File: config.mk
export PLATFORM = sky130hd
export DESIGN_NAME = nt_sram
export DESIGN_NICKNAME = d
export VERILOG_FILES = /design/src/rtl/nt_sram_pkg.sv /design/src/rtl/nt_sram_ctrl.sv /design/src/rtl/nt_sram_array.sv /design/src/rtl/nt_sram.sv
export SDC_FILE = /design/constraint.sdc
export NUM_CORES = 2
export LEC_CHECK = 0
export BUFFER_PORTS_ARGS = -buffer_cell sky130_fd_sc_hd__buf_2
export CELL_PAD_IN_SITES_DETAIL_PLACEMENT = 1
export CELL_PAD_IN_SITES_GLOBAL_PLACEMENT = 1
export CORE_MARGIN = 5
export CORE_UTILIZATION = 35
export DETAILED_ROUTE_END_ITERATION = 16
export PLACE_DENSITY_LB_ADDON = 0.1
export SYNTH_ARGS = -nofsm -noshare
export SYNTH_HDL_FRONTEND = slang
export SYNTH_SLANG_ARGS = --single-unit
File: constraint.sdc
create_clock -name clk -period 6.63 [get_ports clk]
set_clock_uncertainty 0.15 [all_clocks]
set_input_delay 1.326 -clock clk [delete_from_list [all_inputs] [get_ports clk]]
set_output_delay 1.326 -clock clk [all_outputs]
set_load 0.02 [all_outputs]
File: src/rtl/nt_sram_pkg.sv
package nt_sram_pkg;

  typedef enum logic [1:0] {
    OP_DS = 2'd0,
    OP_RD = 2'd1,
    OP_WR = 2'd2
  } op_e;

  // Low two address bits for burst step k from a start offset.
  function automatic logic [1:0] burst_lo(input logic [1:0] start,
                                          input logic [1:0] step,
                                          input logic       ilv);
    return ilv ? (start ^ step) : (start + step);
  endfunction

endpackage

File: src/rtl/nt_sram_ctrl.sv
module nt_sram_ctrl
  import nt_sram_pkg::*;
#(
  parameter int ADDR_W = 6,
  parameter int NB     = 4
) (
  input  logic              clk,
  input  logic              rst_n,
  input  logic              en,
  input  logic              adv,
  input  logic              sel,
  input  logic              we_n,
  input  logic              ilv,
  input  logic [NB-1:0]     bw_n,
  input  logic [ADDR_W-1:0] addr,
  output op_e               op1,
  output logic [ADDR_W-1:0] addr1,
  output logic [NB-1:0]     be1
);

  logic [ADDR_W-1:0] base_q;
  logic [1:0]        step_q;
  logic              ilv_q;
  op_e               op_q;

  logic [1:0]        step_nx;
  logic [ADDR_W-1:0] burst_addr;
  op_e               new_op;

  assign step_nx    = step_q + 2'd1;
  assign burst_addr = {base_q[ADDR_W-1:2], burst_lo(base_q[1:0], step_nx, ilv_q)};
  assign new_op     = sel ? (we_n ? OP_RD : OP_WR) : OP_DS;

  always_ff @(posedge clk or negedge rst_n) begin
    if (!rst_n) begin
      base_q <= '0;
      step_q <= '0;
      ilv_q  <= 1'b0;
      op_q   <= OP_DS;
      op1    <= OP_DS;
      addr1  <= '0;
      be1    <= '0;
    end else if (en) begin
      be1 <= ~bw_n;
      if (!adv) begin
        base_q <= addr;
        step_q <= 2'd0;
        ilv_q  <= ilv;
        op_q   <= new_op;
        op1    <= new_op;
        addr1  <= addr;
      end else begin
        step_q <= step_nx;
        op1    <= op_q;
        addr1  <= burst_addr;
      end
    end
  end

endmodule

File: src/rtl/nt_sram_array.sv
module nt_sram_array #(
  parameter int ADDR_W = 6,
  parameter int NB     = 4,
  parameter int BW     = 8,
  localparam int DW    = NB * BW,
  localparam int DEPTH = 1 << ADDR_W
) (
  input  logic              clk,
  input  logic              rst_n,
  input  logic              en,
  input  logic [ADDR_W-1:0] rd_addr,
  input  logic              wr_en,
  input  logic [ADDR_W-1:0] wr_addr,
  input  logic [NB-1:0]     wr_be,
  input  logic [DW-1:0]     wdata,
  output logic [DW-1:0]     rd_snap
);

  logic [DW-1:0] mem [DEPTH];
  logic [DW-1:0] fwd;
  logic [NB-1:0] byp_be;

  assign byp_be = (wr_en && (wr_addr == rd_addr)) ? wr_be : '0;

  for (genvar g = 0; g < NB; g++) begin : g_lane
    assign fwd[g*BW +: BW] = byp_be[g] ? wdata[g*BW +: BW] : mem[rd_addr][g*BW +: BW];
  end

  always_ff @(posedge clk) begin
    if (en && wr_en) begin
      for (int b = 0; b < NB; b++) begin
        if (wr_be[b]) mem[wr_addr][b*BW +: BW] <= wdata[b*BW +: BW];
      end
    end
  end

  always_ff @(posedge clk or negedge rst_n) begin
    if (!rst_n)  rd_snap <= '0;
    else if (en) rd_snap <= fwd;
  end

endmodule

File: src/rtl/nt_sram.sv
module nt_sram
  import nt_sram_pkg::*;
#(
  parameter int ADDR_W = 6,
  parameter int NB     = 4,
  parameter int BW     = 8,
  localparam int DW    = NB * BW
) (
  input  logic              clk,
  input  logic              rst_n,
  input  logic              clk_en_n,
  input  logic              ce1_n,
  input  logic              ce2,
  input  logic              ce3_n,
  input  logic              adv,
  input  logic              we_n,
  input  logic              ilv,
  input  logic [NB-1:0]     bw_n,
  input  logic [ADDR_W-1:0] addr,
  input  logic [DW-1:0]     wdata,
  output logic [DW-1:0]     rdata,
  output logic              rd_valid
);

  logic en, sel, rd_start, ds_start;
  assign en       = !clk_en_n;
  assign sel      = !ce1_n && ce2 && !ce3_n;
  assign rd_start = en && !adv && sel && we_n;
  assign ds_start = en && !adv && !sel;

  op_e               op1, op2;
  logic [ADDR_W-1:0] addr1, addr2;
  logic [NB-1:0]     be1, be2;
  logic [DW-1:0]     rd_snap;
  logic              wr_slot;

  nt_sram_ctrl #(.ADDR_W(ADDR_W), .NB(NB)) u_ctrl (
    .clk(clk), .rst_n(rst_n), .en(en), .adv(adv), .sel(sel), .we_n(we_n),
    .ilv(ilv), .bw_n(bw_n), .addr(addr), .op1(op1), .addr1(addr1), .be1(be1)
  );

  always_ff @(posedge clk or negedge rst_n) begin
    if (!rst_n) begin
      op2   <= OP_DS;
      addr2 <= '0;
      be2   <= '0;
    end else if (en) begin
      op2   <= op1;
      addr2 <= addr1;
      be2   <= be1;
    end
  end

  assign wr_slot = (op2 == OP_WR);

  nt_sram_array #(.ADDR_W(ADDR_W), .NB(NB), .BW(BW)) u_array (
    .clk(clk), .rst_n(rst_n), .en(en), .rd_addr(addr1), .wr_en(wr_slot),
    .wr_addr(addr2), .wr_be(be2), .wdata(wdata), .rd_snap(rd_snap)
  );

  always_ff @(posedge clk or negedge rst_n) begin
    if (!rst_n) begin
      rdata    <= '0;
      rd_valid <= 1'b0;
    end else if (en) begin
      rd_valid <= (op2 == OP_RD);
      rdata    <= (op2 == OP_RD) ? rd_snap : '0;
    end
  end

endmodule

==> results.py <==
metrics = {
    "run_status": {
        "status": "completed",
    },
    "finish": {
        "nFillCells": 22100,
        "fin_area_um2": 94800,
        "nets": 4114,
        "finish.utilization": 0.402,
        "syn2layout_area_growth_pct": 14.1,
        "final_layout_size_suffix_gt1_frac": 0.270,
    },
    "logic_synthesis": {
        "yosysWarnings": 0,
        "synthCells": 3885,
        "synth_cell_types": 55,
        "yosysSeqAreaShare": 0.770,
        "ys.flop_type": "edfxtp_1",
        "synth-edff-count": 2048,
        "syn_area_um2": 83100,
        "synthArstFlopShare": 0.0457,
        "syn_nets": 3937,
        "synth.ff_latch_count": 2146,
        "syn_area_per_cell_um2": 21.4,
    },
    "clocking": {
        "clockBufferDepth": 3,
        "h-tree-depth": 4,
        "ctsHoldBuffers": 0,
        "cts_resized": 0,
        "path_clk_slew_ns": 0.07,
        "cts_tree": "yes",
        "clock_latency_ns": 0.86,
        "numCtsBuffers": 227,
        "cts_root_buf": "clkbuf_16",
        "cts_sinks": 2146,
        "post_cts_buffers": 0,
    },
    "placement": {
        "place_ws_ns": 1.64,
        "portBuffers": 83,
        "dpl_cell_area_um2": 87300,
        "gp_congestion": 0.763,
        "dp_hpwl_um": 158000,
    },
    "detailed_routing": {
        "drtAntennaViolNets": 0,
        "vias": 40600,
        "drt-pass1-iter-count": 7,
        "drc_errors": 0,
        "vias_per_cell": 5.48,
        "postRouteWirelength_um": 258000,
        "routedWlPerCell_um": 34.7,
        "drt_first_iter_violations": 3829,
    },
    "power": {
        "internal-power_mw": 23.9,
        "pwr-share-seq": 0.478,
        "power_frac_comb": 0.115,
        "clkPwrFrac": 0.406,
        "p_leak_nw": 29.2,
        "pwr_density_cell_nw_per_um2": 334,
        "p_switching_mw": 7.80,
        "swShare": 0.247,
        "ir_drop_mv": 0.240,
    },
    "global_route": {
        "grt_overflow_total": 0,
        "first_global_vias": 42700,
        "antenna_found_initial": 12,
        "grt.total_usage": 0.205,
        "grt_start_max_net_pins": 107,
        "grt_pass1_wl_um": 359000,
    },
    "timing": {
        "fin_ws_ns": 2.51,
        "hold_ws_ns": 0.327,
        "post-route-period-util": 0.622,
        "worst_slew_pin_slew_ns": 1.19,
        "finalHoldViolCount": 0,
        "setup_tns_ns": 0,
        "setup-violations-final": 0,
        "fmax_mhz": 243,
        "slew_viol_final": 0,
        "fin_crit_ns": 4.12,
        "rsz0062_at_grt": "no",
        "timing.slew.headroom": 0.206,
    },
    "die": {
        "die_w_um": 497,
        "core_area_um2": 236000,
        "start_util": 0.352,
        "pin_count": 84,
        "die_height_um": 497,
        "rows": 178,
        "die_area_um2": 247000,
    },
    "critical_path": {
        "r2r-start": "u_ctrl.addr1[3]",
        "critPathLaunchType": "primary input",
        "cp_top_family": "simple AND/OR/NAND/NOR gates",
        "crit_slowest_cell": "nor3b_2",
        "arrival_ns": 4.69,
        "reg2reg_depth": 7,
        "cp-startpoint": "clk_en_n",
        "slowest_delay_ns": 0.67,
        "endpoint_kind": "flop",
        "worst-r2r-setup-slack_ns": 2.69,
        "crit_type": "in2reg",
        "worstPathCellList": "buf_6 > nor3b_2 > nand2_2 > buf_4 > nor3_2 > nor2_1 > a32o_1 > or3_1",
        "path_max_fanout": 38,
        "r2r-end": "u_array.rd_snap[5]",
        "crit_end": "u_array.rd_snap[11]",
        "path_buf_inv": 2,
        "crit_cells": 8,
        "required_ns": 7.20,
    },
    "min_path": {
        "hold_class": "in2async",
    },
    "job": {
        "cap_viol_max_count": 0,
    },
}
-- flip-flops by register name, summed over array words and instances (netlist names) --
register	cells
u_array.mem	2048
u_array.rd_snap	32
u_ctrl.step_q	2
addr2	6
rd_valid	1
u_ctrl.op1	2
u_ctrl.addr1	6
u_ctrl.ilv_q	1
op2	2
be2	4
rdata	32
u_ctrl.be1	4
u_ctrl.base_q	6
-- synthesized netlist by cell type, drive strengths merged (9+ instances only) --
library cell  number  area [um^2]
edfxtp          2048        61500
mux4             549        12400
nor2             285         1070
nand2            138          518
buf              129          722
clkbuf           105          394
dfrtp             98         2450
a22oi             92          691
a21oi             54          270
mux2              52          586
mux2i             52          521
a22o              42          368
o21ai             32          160
nor2b             21          131
nor3              21          115
a211oi            18          135
o22ai             17          106
nand2b            10         62.6
nand3              9         45.0
xnor2              9         78.8
-- cell usage in the layout, fill, tap and decap left out, drive strengths merged, types with 5 or more instances in the layout --
cell type,n
a211oi,18
a221o,7
clkbuf,278
dfrtp,98
mux2i,52
mux4,549
clkinvlp,9
xnor2,9
nor4,5
a31oi,8
nand2b,10
o21ai,32
a21oi,54
nand3,9
edfxtp,2048
nor2b,21
inv,10
or3,7
and2,8
nor2,285
a32o,5
a22o,42
buf,182
nor3b,8
a21boi,5
a22oi,92
diode,8
a311oi,6
nor3,21
mux2,52
clkinv,107
bufinv,25
nand2,138
o22ai,17
-- per-layer routing --
metal / vias up / track usage / wire length [um]
met5: - / 0 / 13
met4: 2 / 0.0469 / 6070
met3: 318 / 0.0340 / 13000
met2: 1204 / 0.329 / 122000
met1: 22500 / 0.296 / 116000
li1: 16600 / - / -
-- logic make-up (layout without fill, tap and decap cells) --
group | Yosys count | after routing | synth area share
DFF | 2146 | 2146 | 0.770
muxes | 653 | 653 | 0.162
and+or+nand+nor | 526 | 526 | 0.0269
AOI/OAI and AO/OA | 313 | 313 | 0.0267
adders and majority gates | 1 | 1 | 0.000151
other | 0 | 8 | 0
buffers and inverters | 237 | 611 | 0.0136
xor gates and xnor gates | 9 | 9 | 0.000949
-- power groups by stage --
stage / Combinational, mW / Clock [mW] / Sequential [mW]
6_report: 3.65 / 12.9 / 15.1
5_1_grt: 3.86 / 13.8 / 15.1
3_3_place_gp: 3.75 / 0 / 15.4
3_5_place_dp: 3.74 / 0 / 15.4
4_1_cts: 3.74 / 13.2 / 15.1
2_1_floorplan: 2.26 / 0 / 15.3
-- final cells by class --
type | instances | area (um^2) | area share
well taps | 3150 | 3940 | 0.0416
diodes | 8 | 20.0 | 0.000211
multi-input cells | 1502 | 18100 | 0.191
inverters | 3 | 11.3 | 0.000119
clock buffers | 278 | 6080 | 0.0641
clock inverters | 148 | 1410 | 0.0149
flip-flops and latches | 2146 | 64000 | 0.675
repair buffers | 182 | 1330 | 0.0140
-- worst min-delay path by stage --
stage / start / slack, ns / end / cells after the start
2_1_floorplan: u_ctrl.be1[0] / 0.30 / u_ctrl.be1[0] / 2
3_3_place_gp: rd_valid / 0.31 / rd_valid / 1
3_5_place_dp: rd_valid / 0.32 / rd_valid / 1
4_1_cts: rst_n / 0.33 / u_ctrl.be1[0] / 1
5_1_grt: rst_n / 0.32 / u_ctrl.be1[0] / 1
6_report: rst_n / 0.33 / u_ctrl.be1[0] / 1
-- stage by stage --
stage / total power, mW / cells
after floorplan: 17.5 / 3885
after global placement: 19.2 / 6983
after detailed placement: 19.2 / 6983
after CTS: 32.0 / 7409
after global routing: 32.8 / 7410
final: 31.7 / 7417
Power figures use the tool's default switching activity.
